### config.mk
export PLATFORM = sky130hd
export DESIGN_NAME = alu16_core
export DESIGN_NICKNAME = d
export VERILOG_FILES = /design/src/rtl/alu16_pkg.sv /design/src/rtl/alu16_addsub.sv /design/src/rtl/alu16_logic.sv /design/src/rtl/alu16_shift.sv /design/src/rtl/alu16_core.sv
export SDC_FILE = /design/constraint.sdc
export NUM_CORES = 1
export LEC_CHECK = 0
export CAP_MARGIN = 30
export CORE_MARGIN = 2
export CORE_UTILIZATION = 57
export DETAILED_ROUTE_END_ITERATION = 10
export PLACE_DENSITY = 0.95
export SKIP_LAST_GASP = 1
export SYNTH_ARGS = -nofsm -noshare
export SYNTH_HDL_FRONTEND = slang
export SYNTH_SLANG_ARGS = --single-unit
### constraint.sdc
create_clock -name clk -period 13.1 [get_ports clk]
set_input_delay 2.62 -clock clk [delete_from_list [all_inputs] [get_ports clk]]
set_output_delay 2.62 -clock clk [all_outputs]
set_load 0.01 [all_outputs]
### src/rtl/alu16_pkg.sv
package alu16_pkg;

    typedef enum logic [3:0] {
        OP_UNARY = 4'b0000,
        OP_MOV   = 4'b0001,
        OP_CMP   = 4'b0010,
        OP_TST   = 4'b0011,
        OP_ANDN  = 4'b0100,
        OP_OR    = 4'b0101,
        OP_XOR   = 4'b0110,
        OP_AND   = 4'b0111,
        OP_ADD   = 4'b1000,
        OP_ADC   = 4'b1001,
        OP_SUB   = 4'b1010,
        OP_SBC   = 4'b1011,
        OP_SUBR  = 4'b1100,
        OP_SBCR  = 4'b1101,
        OP_WRSR  = 4'b1110,
        OP_RDSR  = 4'b1111
    } alu_op_e;

    typedef enum logic [3:0] {
        UN_ROR = 4'b1000,
        UN_ROL = 4'b1001,
        UN_RCR = 4'b1010,
        UN_RCL = 4'b1011,
        UN_SHR = 4'b1100,
        UN_SHL = 4'b1101,
        UN_SAR = 4'b1110,
        UN_SXL = 4'b1111
    } un_op_e;

    localparam int FLAG_BITS = 4;

    // bit 3 N, bit 2 Z, bit 1 V, bit 0 C
    typedef struct packed {
        logic n;
        logic z;
        logic v;
        logic c;
    } flags_t;

endpackage

### src/rtl/alu16_addsub.sv
module alu16_addsub
    import alu16_pkg::*;
#(
    parameter int W = 16
) (
    input  alu_op_e      op,
    input  logic [W-1:0] a,
    input  logic [W-1:0] b,
    input  logic         cin,
    output logic [W-1:0] sum,
    output logic         cout,
    output logic         ovf
);

    logic [W-1:0] x;
    logic [W-1:0] y;
    logic         ci;

    // Subtraction is x + ~y + carry; carry set means no borrow.
    always_comb begin
        x  = a;
        y  = ~b;
        ci = 1'b1;
        case (op)
            OP_ADD: begin
                y  = b;
                ci = 1'b0;
            end
            OP_ADC: begin
                y  = b;
                ci = cin;
            end
            OP_SBC: begin
                ci = cin;
            end
            OP_SUBR: begin
                x = b;
                y = ~a;
            end
            OP_SBCR: begin
                x  = b;
                y  = ~a;
                ci = cin;
            end
            default: begin
                // SUB and CMP use the defaults
            end
        endcase
    end

    assign {cout, sum} = {1'b0, x} + {1'b0, y} + {{W{1'b0}}, ci};
    assign ovf         = (x[W-1] == y[W-1]) && (sum[W-1] != x[W-1]);

endmodule

### src/rtl/alu16_logic.sv
module alu16_logic
    import alu16_pkg::*;
#(
    parameter int W = 16
) (
    input  alu_op_e      op,
    input  logic [W-1:0] a,
    input  logic [W-1:0] b,
    output logic [W-1:0] res
);

    always_comb begin
        case (op)
            OP_MOV:         res = b;
            OP_ANDN:        res = a & ~b;
            OP_OR:          res = a | b;
            OP_XOR:         res = a ^ b;
            OP_AND, OP_TST: res = a & b;
            default:        res = a;
        endcase
    end

endmodule

### src/rtl/alu16_shift.sv
module alu16_shift
    import alu16_pkg::*;
#(
    parameter int W = 16
) (
    input  logic [3:0]   sub,
    input  logic [W-1:0] a,
    input  logic         cin,
    output logic [W-1:0] res,
    output logic         cout,
    output logic         known
);

    always_comb begin
        known = sub[3];
        res   = a;
        cout  = cin;
        case (un_op_e'(sub))
            UN_ROR: begin
                res  = {a[0], a[W-1:1]};
                cout = a[0];
            end
            UN_ROL: begin
                res  = {a[W-2:0], a[W-1]};
                cout = a[W-1];
            end
            UN_RCR: begin
                res  = {cin, a[W-1:1]};
                cout = a[0];
            end
            UN_RCL: begin
                res  = {a[W-2:0], cin};
                cout = a[W-1];
            end
            UN_SHR: begin
                res  = {1'b0, a[W-1:1]};
                cout = a[0];
            end
            UN_SHL: begin
                res  = {a[W-2:0], 1'b0};
                cout = a[W-1];
            end
            UN_SAR: begin
                res  = {a[W-1], a[W-1:1]};
                cout = a[0];
            end
            UN_SXL: begin
                res  = {a[W-2:0], 1'b1};
                cout = a[W-1];
            end
            default: begin
                res  = a;
                cout = cin;
            end
        endcase
    end

endmodule

### src/rtl/alu16_core.sv
module alu16_core
    import alu16_pkg::*;
#(
    parameter int W = 16
) (
    input  logic                 clk,
    input  logic                 rst_n,
    input  logic                 in_valid,
    input  logic [3:0]           op,
    input  logic [3:0]           sub,
    input  logic [W-1:0]         opa,
    input  logic [W-1:0]         opb,
    input  logic [FLAG_BITS-1:0] flags_in,
    output logic                 out_valid,
    output logic [W-1:0]         result,
    output logic                 wr_en,
    output logic [FLAG_BITS-1:0] flags_out
);

    localparam int PAD = W - FLAG_BITS;

    typedef struct packed {
        logic         vld;
        logic         wen;
        logic [W-1:0] res;
        flags_t       fl;
    } state_t;

    state_t  st_d, st_q;
    alu_op_e op_e;
    flags_t  fin;

    logic [W-1:0] as_sum;
    logic         as_cout;
    logic         as_ovf;
    logic [W-1:0] lg_res;
    logic [W-1:0] sh_res;
    logic         sh_cout;
    logic         sh_known;

    assign op_e = alu_op_e'(op);
    assign fin  = flags_t'(flags_in);

    alu16_addsub #(.W(W)) u_addsub (
        .op   (op_e),
        .a    (opa),
        .b    (opb),
        .cin  (fin.c),
        .sum  (as_sum),
        .cout (as_cout),
        .ovf  (as_ovf)
    );

    alu16_logic #(.W(W)) u_logic (
        .op  (op_e),
        .a   (opa),
        .b   (opb),
        .res (lg_res)
    );

    alu16_shift #(.W(W)) u_shift (
        .sub   (sub),
        .a     (opa),
        .cin   (fin.c),
        .res   (sh_res),
        .cout  (sh_cout),
        .known (sh_known)
    );

    function automatic flags_t make_flags(input logic [W-1:0] r, input logic v, input logic c);
        flags_t f;
        f.n = r[W-1];
        f.z = (r == '0);
        f.v = v;
        f.c = c;
        return f;
    endfunction

    always_comb begin
        st_d     = st_q;
        st_d.vld = in_valid;
        st_d.wen = 1'b0;
        if (in_valid) begin
            case (op_e)
                OP_UNARY: begin
                    if (sh_known) begin
                        st_d.res = sh_res;
                        st_d.wen = 1'b1;
                        st_d.fl  = make_flags(sh_res, 1'b0, sh_cout);
                    end else begin
                        st_d.res = opa;
                        st_d.fl  = fin;
                    end
                end
                OP_MOV, OP_ANDN, OP_OR, OP_XOR, OP_AND: begin
                    st_d.res = lg_res;
                    st_d.wen = 1'b1;
                    st_d.fl  = make_flags(lg_res, 1'b0, fin.c);
                end
                OP_TST: begin
                    st_d.res = lg_res;
                    st_d.fl  = make_flags(lg_res, 1'b0, fin.c);
                end
                OP_CMP: begin
                    st_d.res = as_sum;
                    st_d.fl  = make_flags(as_sum, as_ovf, as_cout);
                end
                OP_ADD, OP_ADC, OP_SUB, OP_SBC, OP_SUBR, OP_SBCR: begin
                    st_d.res = as_sum;
                    st_d.wen = 1'b1;
                    st_d.fl  = make_flags(as_sum, as_ovf, as_cout);
                end
                OP_WRSR: begin
                    st_d.res = opb;
                    st_d.fl  = flags_t'(opb[FLAG_BITS-1:0]);
                end
                OP_RDSR: begin
                    st_d.res = {{PAD{1'b0}}, flags_in};
                    st_d.wen = 1'b1;
                    st_d.fl  = fin;
                end
                default: begin
                    st_d.res = opa;
                end
            endcase
        end
    end

    always_ff @(posedge clk) begin
        if (!rst_n) begin
            st_q <= '0;
        end else begin
            st_q <= st_d;
        end
    end

    assign out_valid = st_q.vld;
    assign wr_en     = st_q.wen;
    assign result    = st_q.res;
    assign flags_out = st_q.fl;

    // ---------------- assertions ----------------
    p_issue_latency_r1: assert property (@(posedge clk) disable iff (!rst_n)
        in_valid |=> out_valid);

    p_idle_quiet_r1: assert property (@(posedge clk) disable iff (!rst_n)
        !in_valid |=> (!out_valid && !wr_en));

    p_flag_only_r5: assert property (@(posedge clk) disable iff (!rst_n)
        (in_valid && (op == OP_CMP || op == OP_TST)) |=> !wr_en);

    p_logic_flags_r6: assert property (@(posedge clk) disable iff (!rst_n)
        (in_valid && (op == OP_MOV || op == OP_ANDN || op == OP_OR || op == OP_XOR || op == OP_AND))
        |=> (wr_en && !flags_out[1] && flags_out[0] == $past(flags_in[0])));

    p_flag_load_r7: assert property (@(posedge clk) disable iff (!rst_n)
        (in_valid && op == OP_WRSR) |=> (!wr_en && flags_out == $past(opb[FLAG_BITS-1:0])));

    p_flag_read_r8: assert property (@(posedge clk) disable iff (!rst_n)
        (in_valid && op == OP_RDSR) |=> (wr_en && flags_out == $past(flags_in)
                                         && result == {{PAD{1'b0}}, $past(flags_in)}));

    p_unary_write_r9: assert property (@(posedge clk) disable iff (!rst_n)
        (in_valid && op == OP_UNARY && sub[3]) |=> (wr_en && !flags_out[1]));

    p_rotate_carry_r10: assert property (@(posedge clk) disable iff (!rst_n)
        (in_valid && op == OP_UNARY && sub == UN_RCL)
        |=> (result[0] == $past(flags_in[0]) && flags_out[0] == $past(opa[W-1])));

    p_insert_one_r11: assert property (@(posedge clk) disable iff (!rst_n)
        (in_valid && op == OP_UNARY && sub == UN_SXL) |=> result[0]);

    p_unassigned_r12: assert property (@(posedge clk) disable iff (!rst_n)
        (in_valid && op == OP_UNARY && !sub[3]) |=> (!wr_en && flags_out == $past(flags_in)));

endmodule

==> Flow_metrics.wiki <==
{| class="wikitable"
! Metric !! Value
|-
| Headroom to the max-slew limit || between 20% and 30%
|-
| Vert. Die Dim || 89.74 µm
|-
| CTS root buf || sky130_fd_sc_hd__clkbuf_8
|-
| R2R Path End || flags_out[2]$_SDFFE_PN0P_
|-
| Library cell with the highest instance count after synthesis || sky130_fd_sc_hd__o21ai_0
|-
| Hpwl dp || between 10 and 15 mm
|-
| Worst-Margin Slew || roughly 1.2 ns
|-
| CTS sink count || 22
|-
| Final WS setup || between 5 and 6 ns
|-
| Worst setup slack before clock tree synthesis || about 5.6 ns
|-
| Critical path, cell by cell || clkdlybuf4s50_1, clkinv_1, nor3_1, o21ai_0, fa_1, inv_1, fa_1, nor2b_1, o2111ai_1, a21oi_1, o41ai_1, o21bai_1, a211o_1, a41oi_1, nor2_1
|-
| Fraction of layout instances using a drive strength above 1 || 4.079%
|-
| Achievable frequency || between 0.1 and 0.15 GHz
|-
| Post-Synthesis Net Count || between 700 and 800
|-
| Switching power of the nets || 0.0001534 W
|-
| Number of detailed-route iterations in the first pass || 7
|-
| Clock network power share || 17.5%
|-
| Post-Route WL || between 15 and 20 mm
|-
| Count of pins over their slew limit || 0
|-
| Layout Utilization || 69.56%
|-
| Number of rows in the core area || 31
|-
| Wire length of the first global-routing pass || 26.27 mm
|-
| Share of the synthesized area in the top cell type || between 10% and 20%
|-
| Count of flip-flops with a built-in enable after synthesis || 0
|-
| Fin crit share || between 50% and 60%
|-
| Depth of the worst register-to-register path || 7
|-
| Number of instances in the synthesized netlist || ~630
|-
| Maximum clock skew at final layout || 0 ns
|-
| Post-synthesis to final-layout area growth || 19.11%
|-
| Horizontal extent of the die || around 90 µm
|-
| Post-detailed-route wirelength per cell || about 22 µm
|-
| Final weighted congestion in routability-driven placement || approximately 1.1
|-
| Number of ports placed on the die boundary || between 60 and 70
|-
| Mean instance size in the synthesized netlist || 6.672 µm²
|-
| Residual antenna-violating net count after detailed routing || 0
|-
| Cell area after layout || 4991 µm²
|-
| Type of the worst setup path || input port to flop
|-
| Static power due to leakage || around 2.0 nW
|-
| Synth Cell Area || between 4000 and 5000 µm²
|-
| Required time at the worst-slack endpoint || around 13 ns
|-
| Worst-Skew Late Latency || between 0.2 and 0.3 ns
|-
| Residual DRC || 0
|-
| Maximum VDD drop || between 0.00006 and 0.00007 V
|-
| Total of fill cells in the finished design || between 600 and 700
|-
| Total of max-cap violations || 0
|-
| DRT iter0 DRCs || 851
|-
| Crit path time final || between 7 and 8 ns
|-
| Setup repair after global routing missed its margin || false
|-
| Commonest cells in the synthesized netlist || 70 x sky130_fd_sc_hd__o21ai_0, 67 x sky130_fd_sc_hd__a21oi_1, 55 x sky130_fd_sc_hd__nand2_1
|-
| All-layer global routing usage || between 30% and 40%
|-
| Net total in the final layout || roughly 740
|-
| Most repeated library cell on the critical path || sky130_fd_sc_hd__fa_1
|-
| Final hold vios || 0
|-
| Number of antenna violations at the first check in global routing || 0
|-
| Worst slack on hold paths || 0.4804 ns
|-
| Die outline area || about 8100 µm²
|-
| Capturing instance or port of the critical path || result[14]$_SDFFE_PN0P_
|-
| Maximum fanout along the worst path || 18
|-
| Main area contributors after synthesis || sky130_fd_sc_hd__dfxtp_1 11%, sky130_fd_sc_hd__ha_1 9.3%, sky130_fd_sc_hd__o21ai_0 8.4%
|-
| Data arrival time of the critical path || approximately 7.5 ns
|-
| Pin count of the biggest net entering global routing || slightly above 60
|-
| Area inside the core boundary || a little over 7000 µm²
|-
| Vias after detailed routing || around 5500
|-
| Reg-to-Reg Start || flags_out[2]$_SDFFE_PN0P_
|-
| Total stage count of the critical path || 15
|-
| Post-detailed-placement cell area || 4920 µm²
|-
| Total Neg Setup Slack || 0 ns
|-
| Sequential share of power || a little over a fifth
|-
| Starting density of the core || 58.40%
|-
| Number of buffers and inverters on the critical path || 3
|-
| Internal power || 0.0002040 W
|-
| Slowest Stage Delay on Critical Path || roughly 0.97 ns
|-
| Combinational share of power || a little over 60%
|-
| Total inserted antenna cells || 0
|-
| Number of buffers added on ports || just under 70
|-
| Synth area leader || sky130_fd_sc_hd__dfxtp_1
|-
| Sequential cell area fraction in the yosys report || about a tenth
|-
| Register bit total from synthesis || 22
|-
| Via-to-Cell Ratio || between 7 and 8
|-
| Switching power share of the total || between 40% and 50%
|-
| Type of destination of the critical path || flop
|-
| Total clock buffers created by CTS || 3
|-
| Number of failing setup endpoints in the final timing report || 0
|-
| Cts-stage hold buffer count || 0
|-
| CTS tree || built
|-
| Pwr per Cell Area || around 72 nW/µm²
|-
| Result of the run || finished clean
|-
| Slowest stage cell, crit path || sky130_fd_sc_hd__clkdlybuf4s50_1
|-
| Resized cells post-CTS || 0
|-
| Hold Crit Class || flop to flop
|-
| Register clock-pin slew on the reported worst setup and hold paths || ~0.08 ns
|-
| Bufs on Longest Clock Path || 2
|-
| Total congestion overflow || 0
|-
| Max H-tree Level || 1
|-
| Register-to-register setup slack || around 11 ns
|-
| Buffer count from post-CTS setup fixing || 0
|-
| Via count of the first global-routing pass || about 5100
|-
| Proportion of register bits with asynchronous set or reset after synthesis || 0%
|-
| Count of warnings emitted by yosys || 0
|-
| Kind of start point of the critical path || input port
|-
| Prevailing post-synth register cell || sky130_fd_sc_hd__dfxtp_1
|-
| Count of cell types in the netlist || 67
|-
| Crit-path leading delay family || compound AO/OA/AOI/OAI gates
|-
| First element of the critical path || op[0]
|}
layout make-up:
| class | instances | area [µm²] | area share, % |
|---|---|---|---|
| sequential | 22 | 440.4 | 8.824 |
| clock buffer | 3 | 41.29 | 0.8273 |
| clock inverter | 1 | 30.03 | 0.6017 |
| tap | 99 | 123.9 | 2.482 |
| timing repair buffer | 78 | 790.8 | 15.84 |
| multi-input combinational | 514 | 3400 | 68.11 |
| inverter | 44 | 165.2 | 3.309 |
worst register-to-register path, stage by stage, from the launching register on:
cell and delay (ns):
sky130_fd_sc_hd__dfxtp_1 0.35, sky130_fd_sc_hd__o21ai_0 0.18, sky130_fd_sc_hd__nor3_1 0.25, sky130_fd_sc_hd__nand3_1 0.10
sky130_fd_sc_hd__nor3_1 0.15, sky130_fd_sc_hd__nand3_1 0.10, sky130_fd_sc_hd__nor4_1 0.41, sky130_fd_sc_hd__a41o_2 0.26
kinds of logic (layout without fill, tap and decap cells):
kind of cell    after synthesis  count (layout)  share of synthesized area (%)
simple gates                177             177                          19.98
fa+ha+maj                    33              33                          10.21
flops                        22              22                          10.51
xor+xnor                     12              12                          2.508
compound gates              264             264                          41.42
buf+inv                      92             126                          8.629
mux                          28              28                          6.748
sequential cells by signal, indices dropped and copies added (netlist names):
signal / flops
flags_out: 4
out_valid: 1
result: 16
wr_en: 1
metal layers:
metal	vias to the layer above	GRT usage (%)	part of all wire (%)
met5	-	0	0
met4	0	21.03	6.7
met3	119	9.220	13
met2	468	64.71	43
met1	2485	49.36	36
li1	2420	-	-
power by group through the flow:
stage	combinational (W)	clock (W)	sequential, W
after floorplan	0.000130	0	0.0000809
after global placement	0.000204	0	0.0000781
after detailed placement	0.000209	0	0.0000783
after CTS	0.000210	0.0000627	0.0000769
after global routing	0.000234	0.0000660	0.0000776
final	0.000218	0.0000626	0.0000770
cell usage in the layout, fill, tap and decap left out, types with 17 or more instances in the layout:
| master | n |
|---|---|
| sky130_fd_sc_hd__o21ai_0 | 70 |
| sky130_fd_sc_hd__a221oi_1 | 20 |
| sky130_fd_sc_hd__inv_1 | 42 |
| sky130_fd_sc_hd__nand2_1 | 55 |
| sky130_fd_sc_hd__a21oi_1 | 67 |
| sky130_fd_sc_hd__nand3_1 | 17 |
| sky130_fd_sc_hd__ha_1 | 31 |
| sky130_fd_sc_hd__mux2i_1 | 26 |
| sky130_fd_sc_hd__clkdlybuf4s50_1 | 67 |
| sky130_fd_sc_hd__nor2_1 | 49 |
| sky130_fd_sc_hd__dfxtp_1 | 22 |
stage by stage:
stage / instances / power (W)
after floorplan: 628 / 0.0002111
after global placement: 755 / 0.0002820
after detailed placement: 757 / 0.0002875
after CTS: 761 / 0.0003498
after global routing: 761 / 0.0003778
final: 761 / 0.0003575
worst min path at each step:
stage	start	end	slack, ns	cells after the start
after floorplan	result[2]$_SDFFE_PN0P_	result[2]$_SDFFE_PN0P_	0.49	2
after global placement	result[2]$_SDFFE_PN0P_	result[2]$_SDFFE_PN0P_	0.46	2
after CTS	result[3]$_SDFFE_PN0P_	result[3]$_SDFFE_PN0P_	0.48	2
final	result[3]$_SDFFE_PN0P_	result[3]$_SDFFE_PN0P_	0.48	2
after global routing	result[4]$_SDFFE_PN0P_	result[4]$_SDFFE_PN0P_	0.51	2
after detailed placement	result[2]$_SDFFE_PN0P_	result[2]$_SDFFE_PN0P_	0.47	2
(Power assumes the default switching activity.)
